## src/rtl/wr_hit_probe.sv

```systemverilog
module wr_hit_probe #(
  parameter int ADDR_W    = 12,
  parameter int MEM_BASE  = 2048,
  parameter int PORT_BASE = 128,
  parameter int WIDTH     = 1
) (
  input  logic              clk,
  input  logic              rst_n,
  input  logic              bus_valid,
  input  logic              bus_write,
  input  logic              bus_win,
  input  logic [ADDR_W-1:0] bus_addr,
  input  logic [2:0]        bus_size,
  input  logic [7:0]        bus_wdata,
  output logic              rd_valid,
  output logic [7:0]        rd_data
);
  localparam logic [7:0] MATCH_BYTE = 8'hFA;
  localparam logic [7:0] ANY_BYTE   = 8'hCE;
  localparam logic [7:0] MODES      = 8'd3;

  logic        act, cur_win;
  logic [1:0]  cur_mode;
  logic [31:0] cnt;

  wire [2:0]  idx   = {1'b0, cur_mode} + (cur_win ? 3'd3 : 3'd0);
  wire [31:0] trig  = (cur_win ? 32'(PORT_BASE) : 32'(MEM_BASE)) + 32'(idx) * 32'(WIDTH);
  wire [31:0] addr32 = 32'(bus_addr);
  wire [7:0]  dat   = (cur_mode == 2'd1) ? ANY_BYTE : MATCH_BYTE;

  wire wr_sel = bus_valid && bus_write && (bus_addr == '0);
  wire wr_hit = bus_valid && bus_write && act && (bus_addr != '0) && (addr32 == trig) &&
                ((cur_mode == 2'd1) || ((bus_wdata == MATCH_BYTE) && (32'(bus_size) == 32'(WIDTH))));

  function automatic int pre_len(logic w);
    return w ? 7 : 5;
  endfunction

  function automatic int suf_len(logic [1:0] m);
    return (m == 2'd0) ? 4 : (m == 2'd1) ? 3 : 5;
  endfunction

  function automatic logic [7:0] name_ch(logic w, logic [1:0] m, int p);
    logic [55:0] pre;
    logic [39:0] suf;
    int pl, sl;
    pre = w ? "portio-" : "mmio-";
    suf = (m == 2'd0) ? "none" : (m == 2'd1) ? "any" : "match";
    pl  = pre_len(w);
    sl  = suf_len(m);
    if (p < 0) return 8'h00;
    if (p < pl) return pre[8*(pl-1-p) +: 8];
    if (p < pl + sl) return suf[8*(pl+sl-1-p) +: 8];
    return 8'h00;
  endfunction

  wire [31:0] hlen = 32'(17 + pre_len(cur_win) + suf_len(cur_mode));
  wire        in_range = act && ((addr32 + 32'(bus_size)) < hlen);

  logic [7:0] hbyte;
  always_comb begin
    hbyte = 8'h00;
    if (addr32 >= 32'd16) hbyte = name_ch(cur_win, cur_mode, int'(addr32) - 16);
    else case (bus_addr[3:0])
      4'd0:  hbyte = {5'd0, idx};
      4'd1:  hbyte = 8'(WIDTH);
      4'd4:  hbyte = trig[7:0];
      4'd5:  hbyte = trig[15:8];
      4'd6:  hbyte = trig[23:16];
      4'd7:  hbyte = trig[31:24];
      4'd8:  hbyte = dat;
      4'd12: hbyte = cnt[7:0];
      4'd13: hbyte = cnt[15:8];
      4'd14: hbyte = cnt[23:16];
      4'd15: hbyte = cnt[31:24];
      default: hbyte = 8'h00;
    endcase
  end

  always_ff @(posedge clk or negedge rst_n) begin
    if (!rst_n) begin
      act      <= 1'b0;
      cur_win  <= 1'b0;
      cur_mode <= 2'd0;
      cnt      <= '0;
    end else if (wr_sel) begin
      act <= bus_wdata < MODES;
      if (bus_wdata < MODES) begin
        cur_win  <= bus_win;
        cur_mode <= bus_wdata[1:0];
        cnt      <= '0;
      end
    end else if (wr_hit) begin
      cnt <= cnt + 32'd1;
    end
  end

  always_ff @(posedge clk or negedge rst_n) begin
    if (!rst_n) begin
      rd_valid <= 1'b0;
      rd_data  <= 8'h00;
    end else begin
      rd_valid <= bus_valid && !bus_write;
      rd_data  <= (bus_valid && !bus_write && in_range) ? hbyte : 8'h00;
    end
  end
endmodule

```

## config.mk

```make
export PLATFORM = sky130hd
export DESIGN_NAME = wr_hit_probe
export DESIGN_NICKNAME = d
export VERILOG_FILES = /design/src/rtl/wr_hit_probe.sv
export SDC_FILE = /design/constraint.sdc
export NUM_CORES = 1
export LEC_CHECK = 0
export ABC_AREA = 1
export BUFFER_PORTS_ARGS = -buffer_cell sky130_fd_sc_hd__buf_2
export CAP_MARGIN = 30
export CORE_MARGIN = 2
export CORE_UTILIZATION = 60
export DETAILED_ROUTE_END_ITERATION = 8
export PLACE_DENSITY = 0.8
export SLEW_MARGIN = 20
export SYNTH_ARGS = -nofsm -noshare
export SYNTH_HDL_FRONTEND = slang
export SYNTH_SLANG_ARGS = --single-unit
export TNS_END_PERCENT = 100
```

## constraint.sdc

```tcl
create_clock -name clk -period 6.15 [get_ports clk]
set_input_delay 1.845 -clock clk [delete_from_list [all_inputs] [get_ports clk]]
set_output_delay 1.845 -clock clk [all_outputs]
set_load 0.02 [all_outputs]
```

Yosys cells after proc, flatten, opt, wreduce, memory -nomap -nowiden
Index checks and enable logic that the tools add are counted.
W data, S select, Z words.
{"block": "op_classes", "add_sub_neg": 12, "n_lt_le_gt_ge": 6, "n_eq_ne": 15, "shift": 2, "n_mux": 30, "n_reduce_logical": 19}
{"operator": "$mux W32", "count": 3}
{"operator": "$pmux W8 S11", "count": 1}
{"operator": "$mux W39", "count": 2}
{"operator": "$mux W8", "count": 8}
{"operator": "$shiftx A56 B17 Y8", "count": 1}
{"operator": "$mux W55", "count": 1}
{"operator": "$shiftx A40 B17 Y8", "count": 1}
{"operator": "$add A32 B1 Y32 const B", "count": 1}
{"operator": "$add A32 B32 Y32", "count": 1}
{"operator": "$add A6 B32 Y32 const A", "count": 1}
{"operator": "$lt A13 B32 Y1", "count": 1}
{"operator": "$add A12 B3 Y13", "count": 2}
{"operator": "$eq A4 B4 Y1 const B", "count": 5}
{"operator": "$eq A4 B3 Y1 const B", "count": 4}
{"operator": "$sub A4 B13 Y14", "count": 1}
{"operator": "$sub A5 B13 Y14", "count": 1}
{"operator": "$eq A12 B13 Y1", "count": 1}
{"operator": "$lt A13 B1 Y1 const B", "count": 1}
{"operator": "$lt A13 B4 Y1", "count": 1}
{"operator": "$lt A13 B5 Y1", "count": 1}
{"operator": "$sub A12 B5 Y13 const B", "count": 1}
{"operator": "$ge A12 B5 Y1 const B", "count": 1}
{"operator": "$logic_not A12 Y1", "count": 1}
{"operator": "$mux W12", "count": 1}
{"operator": "22 further kinds", "count": 42}
{"block": "word_totals", "ff_bits": 45, "in_bits": 28, "out_inout_bits": 9, "elab_cells": 90}

Logic depth before layout (Yosys ltp)
{"block": "logic_depth", "word_depth": 14, "depth_mapped": 23, "ltp_nobuf": 23}

Worst setup path after synthesis
No wires, ideal clock.
{"block": "synth_path", "path_kind": "input -> register", "from": "in bus_addr[2]", "to": "reg rd_data[0]", "setup_ns": 0.080, "arrival_time_ns": 3.867, "setup_slack_ns": 2.203, "path_stages": 16, "path_buffers": 0, "path_cell_list": "ha_1 nand3_1 nand3_1 nand3_1 xor2_1 inv_1 ha_1 nand2_1 nand3_1 nor2_1 nand3_1 nor3_1 nand2_1 nor2_1 nand3_1 a21oi_1"}
{"block": "synth_via", "elab_chain_cells": 11}
{"element": "start: declaration", "line_no": "12", "source": "input logic [ADDR_W-1:0] bus_addr,"}
{"element": "parallel branches: the longest is 10 deep, another holds $sub A4 B13 Y14"}
{"element": "$mux W8 *", "line_no": "104", "source": "rd_data <= (bus_valid && !bus_write && in_range) ? hbyte : 8'h00;"}
{"element": "end signal: assignment", "line_no": "104"}
{"element": "end: declaration", "line_no": "16", "source": "output logic [7:0] rd_data"}
Mark *: on every way between the ends. The select of a mux whose other input is x is not followed.
A chain may end at the register's enable or synchronous reset.

Worst setup path in the final report
Ends and elaborated chain as after synthesis.

==> results.yml <==
status:
  status: "complete, no violations"
cells_and_area:
  multi_input_area_sq_um: 2920
  instances_no_fill: 802
  final_common_cell: "nand2_1"
  layout_common_cells: "nand2_1, inv_1, nor2_1"
  drive_gt1_frac: 0.117
  seqCellArea_sq_um: 1130
  fin_nets: 765
  final_core_utilization: 0.672
  n_fill_cell: 680
  syn_to_final_growth_pct: 8.38
  diodes: 0
yosys:
  synth.top_cells.by_area: "dfrtp_1, nand2_1, ha_1"
  seq_area_frac_synth: 0.251
  synth_ff_type: "dfrtp_1"
  synth_area_per_cell_sq_um: 6.75
  syn_nets: 729
  yosys.area.top_type_share: 0.251
  synth_largest_area_cell: "dfrtp_1"
  synth_async_sr_flop_share: 1.00
  muxShareOfSynthArea: 0.00696
  synth_compound_gate_area_share: 0.137
  yosys_warnings: 0
  synth-seq-cells: 45
  synth_edf_count: 0
  synth_simple_gate_area_frac: 0.358
  synth_fa_ha_area_frac: 0.104
  synth.distinct_cells: 44
  synth_top_family_by_area: "simple AND/OR/NAND/NOR gates"
  syn-instance-count: 666
  synth_area_sq_um: 4490
  synth_xor_area_frac: 0.0429
sta:
  post-route-period-util: 0.700
  worst_pin_slew_ns: 0.685
  fmax_mhz: 232
  rsz0062_at_grt: "false"
  setup_violations: 0
  totalNegativeSetupSlack_ns: 0
  max_slew_margin: 0.538
  fin_crit_ns: 4.31
  clock_skew_ns: 0.00648
  hold_violations: 0
  drv_slew: 0
  setup_slack_ns: 1.84
worst_setup_path:
  critPathLaunch: "bus_addr[2]"
  reg2reg_from: "cur_mode[1]"
  crit_arrival_ns: 4.53
  cp-start-kind: "input pin"
  cp-end-kind: "flip-flop"
  required_ns: 6.37
  cp_max_fo: 9
  critical_path_class: "input pin to flip-flop"
drt:
  drc_errors: 0
  drt_iter0_drc: 583
  avgRoutedWirePerCell_um: 16.3
  vias: 4682
  dr.pass1.iters: 6
  vias_per_cell: 5.84
  route.antenna.remaining_nets: 0
  drt_wl_total_mm: 13.1
placement:
  dp_hpwl_mm: 10.6
  place_congestion: 0.965
  dpl.cell_count: 794
  dp_slack_ns: 1.59
  numPortBuffers: 36
pwr:
  leakage_nw: 2.32
  pwr_density_cell_nw_per_um2: 132
  power.switching_w: 0.000178
  intPower_w: 0.000465
  p_comb_frac: 0.173
  peakVddDrop_v: 0.000110
  clkPwrFrac: 0.366
  swShare: 0.277
  power_frac_seq: 0.461
clocking:
  clockRootBuffer: "clkbuf_8"
  h-tree-depth: 2
  clk_pin_slew_worst_paths_ns: 0.09
  cts_hold_buf: 0
  cts_buffers: 5
  cts_buffer_depth: 2
  cts_resized: 0
  cts_tree: "done"
  clock_sinks: 45
  post_cts_buffers: 0
  clkLatencyLatePin_ns: 0.30
job:
  cap_viol_max_count: 0
global_route:
  overflow: 0
  grt_pass1_vias: 4351
  grt_max_degree: 30
  grt_antenna_before_repair: 0
  grtUsageTotal: 0.324
  grt_first_pass_wirelength_mm: 21.4
die:
  die_y_um: 90.5
  dieArea_sq_um: 8200
  die_w_um: 90.5
  ios: 37
  start_util: 0.620
  coreArea_sq_um: 7250
  rows: 31
min_path:
  hold_start: "cnt[0]"
  hp-class: "flip-flop to flip-flop"
## through the flow
stage	hold WS [ns]	cell area, sq um	power, W
after detailed placement	0.495	4750	0.000411
after floorplan	0.462	4490	0.000371
after CTS	0.506	4870	0.000643
after global routing	0.536	4870	0.000672
after global placement	0.492	4730	0.000405
final	0.503	4870	0.000643
## path summary, 6_finish.rpt
kind / endpoint / slack (ns) / cells past startpoint
max in group asynchronous: cnt[9] / 4.20 / 2
hold / removal: cnt[0] / 0.50 / 1
setup reg to reg: rd_data[2] / 2.74 / 20
min in group asynchronous: cnt[0] / 1.46 / 1
hold reg to reg: cnt[0] / 0.50 / 1
setup / recovery: rd_data[0] / 1.84 / 17
## metal layers
metal  vias up  share of wire  track usage
met4         0          0.015       0.0577
met2       274           0.41        0.467
met1      2107           0.47        0.503
li1       2279              -            -
met3        22           0.11       0.0668
met5         -              0            0
## layout make-up
cell class                      instances  share of cell area
Tap cell                               99              0.0254
Timing Repair Buffer                   37              0.0411
Clock inverter                          2             0.00771
Inverter                              101              0.0789
Sequential cell                        45               0.231
Clock buffer                            6              0.0170
Multi-Input combinational cell        512               0.599
## power groups by stage
stage	Clock (W)	Combinational (W)	Sequential [W]
2_1_floorplan	0	0.0000689	0.000303
3_3_place_gp	0	0.000103	0.000302
3_5_place_dp	0	0.000109	0.000302
4_1_cts	0.000237	0.000109	0.000296
5_1_grt	0.000251	0.000125	0.000296
6_report	0.000236	0.000111	0.000296
## synthesized netlist by cell type, types with 4 or more instances
cell type / instances
nor3_2: 4
nand2_1: 155
o21a_1: 4
nor3_1: 28
nor2_2: 4
fa_1: 4
ha_1: 31
dfrtp_1: 45
a21oi_1: 32
xor2_1: 21
o21ai_1: 5
inv_1: 90
inv_2: 8
o21ai_0: 33
o31ai_1: 10
nand4_1: 17
nor2_1: 71
nor4_1: 5
o22ai_1: 11
nand3_1: 45
nand2_2: 4
## worst max-delay path, stage by stage
cell and delay, ns:
buf_2 0.17, ha_1 0.37, nand2_1 0.08, nand3_1 0.15, nand3_1 0.12, xor2_1 0.15
inv_1 0.06, ha_1 0.30, nand2_1 0.07, nand3_1 0.07, nor2_1 0.09, nand3_1 0.08
nor3_1 0.18, nand2_1 0.07, nor2_1 0.21, nand3_1 0.27, a21oi_1 0.22
## cells by family after synthesis
group                      after synthesis
and+or+nand+nor                        347
adders and majority gates               35
xor gates and xnor gates                22
muxes                                    3
AOI/OAI and AO/OA                      105
buffers and inverters                  109
DFF                                     45
## flip-flops by register name (all words and copies together) (netlist names)
name	cells
cur_mode	2
rd_data	8
act	1
cnt	32
cur_win	1
rd_valid	1
No activity file was read; power rests on OpenSTA's default activity.
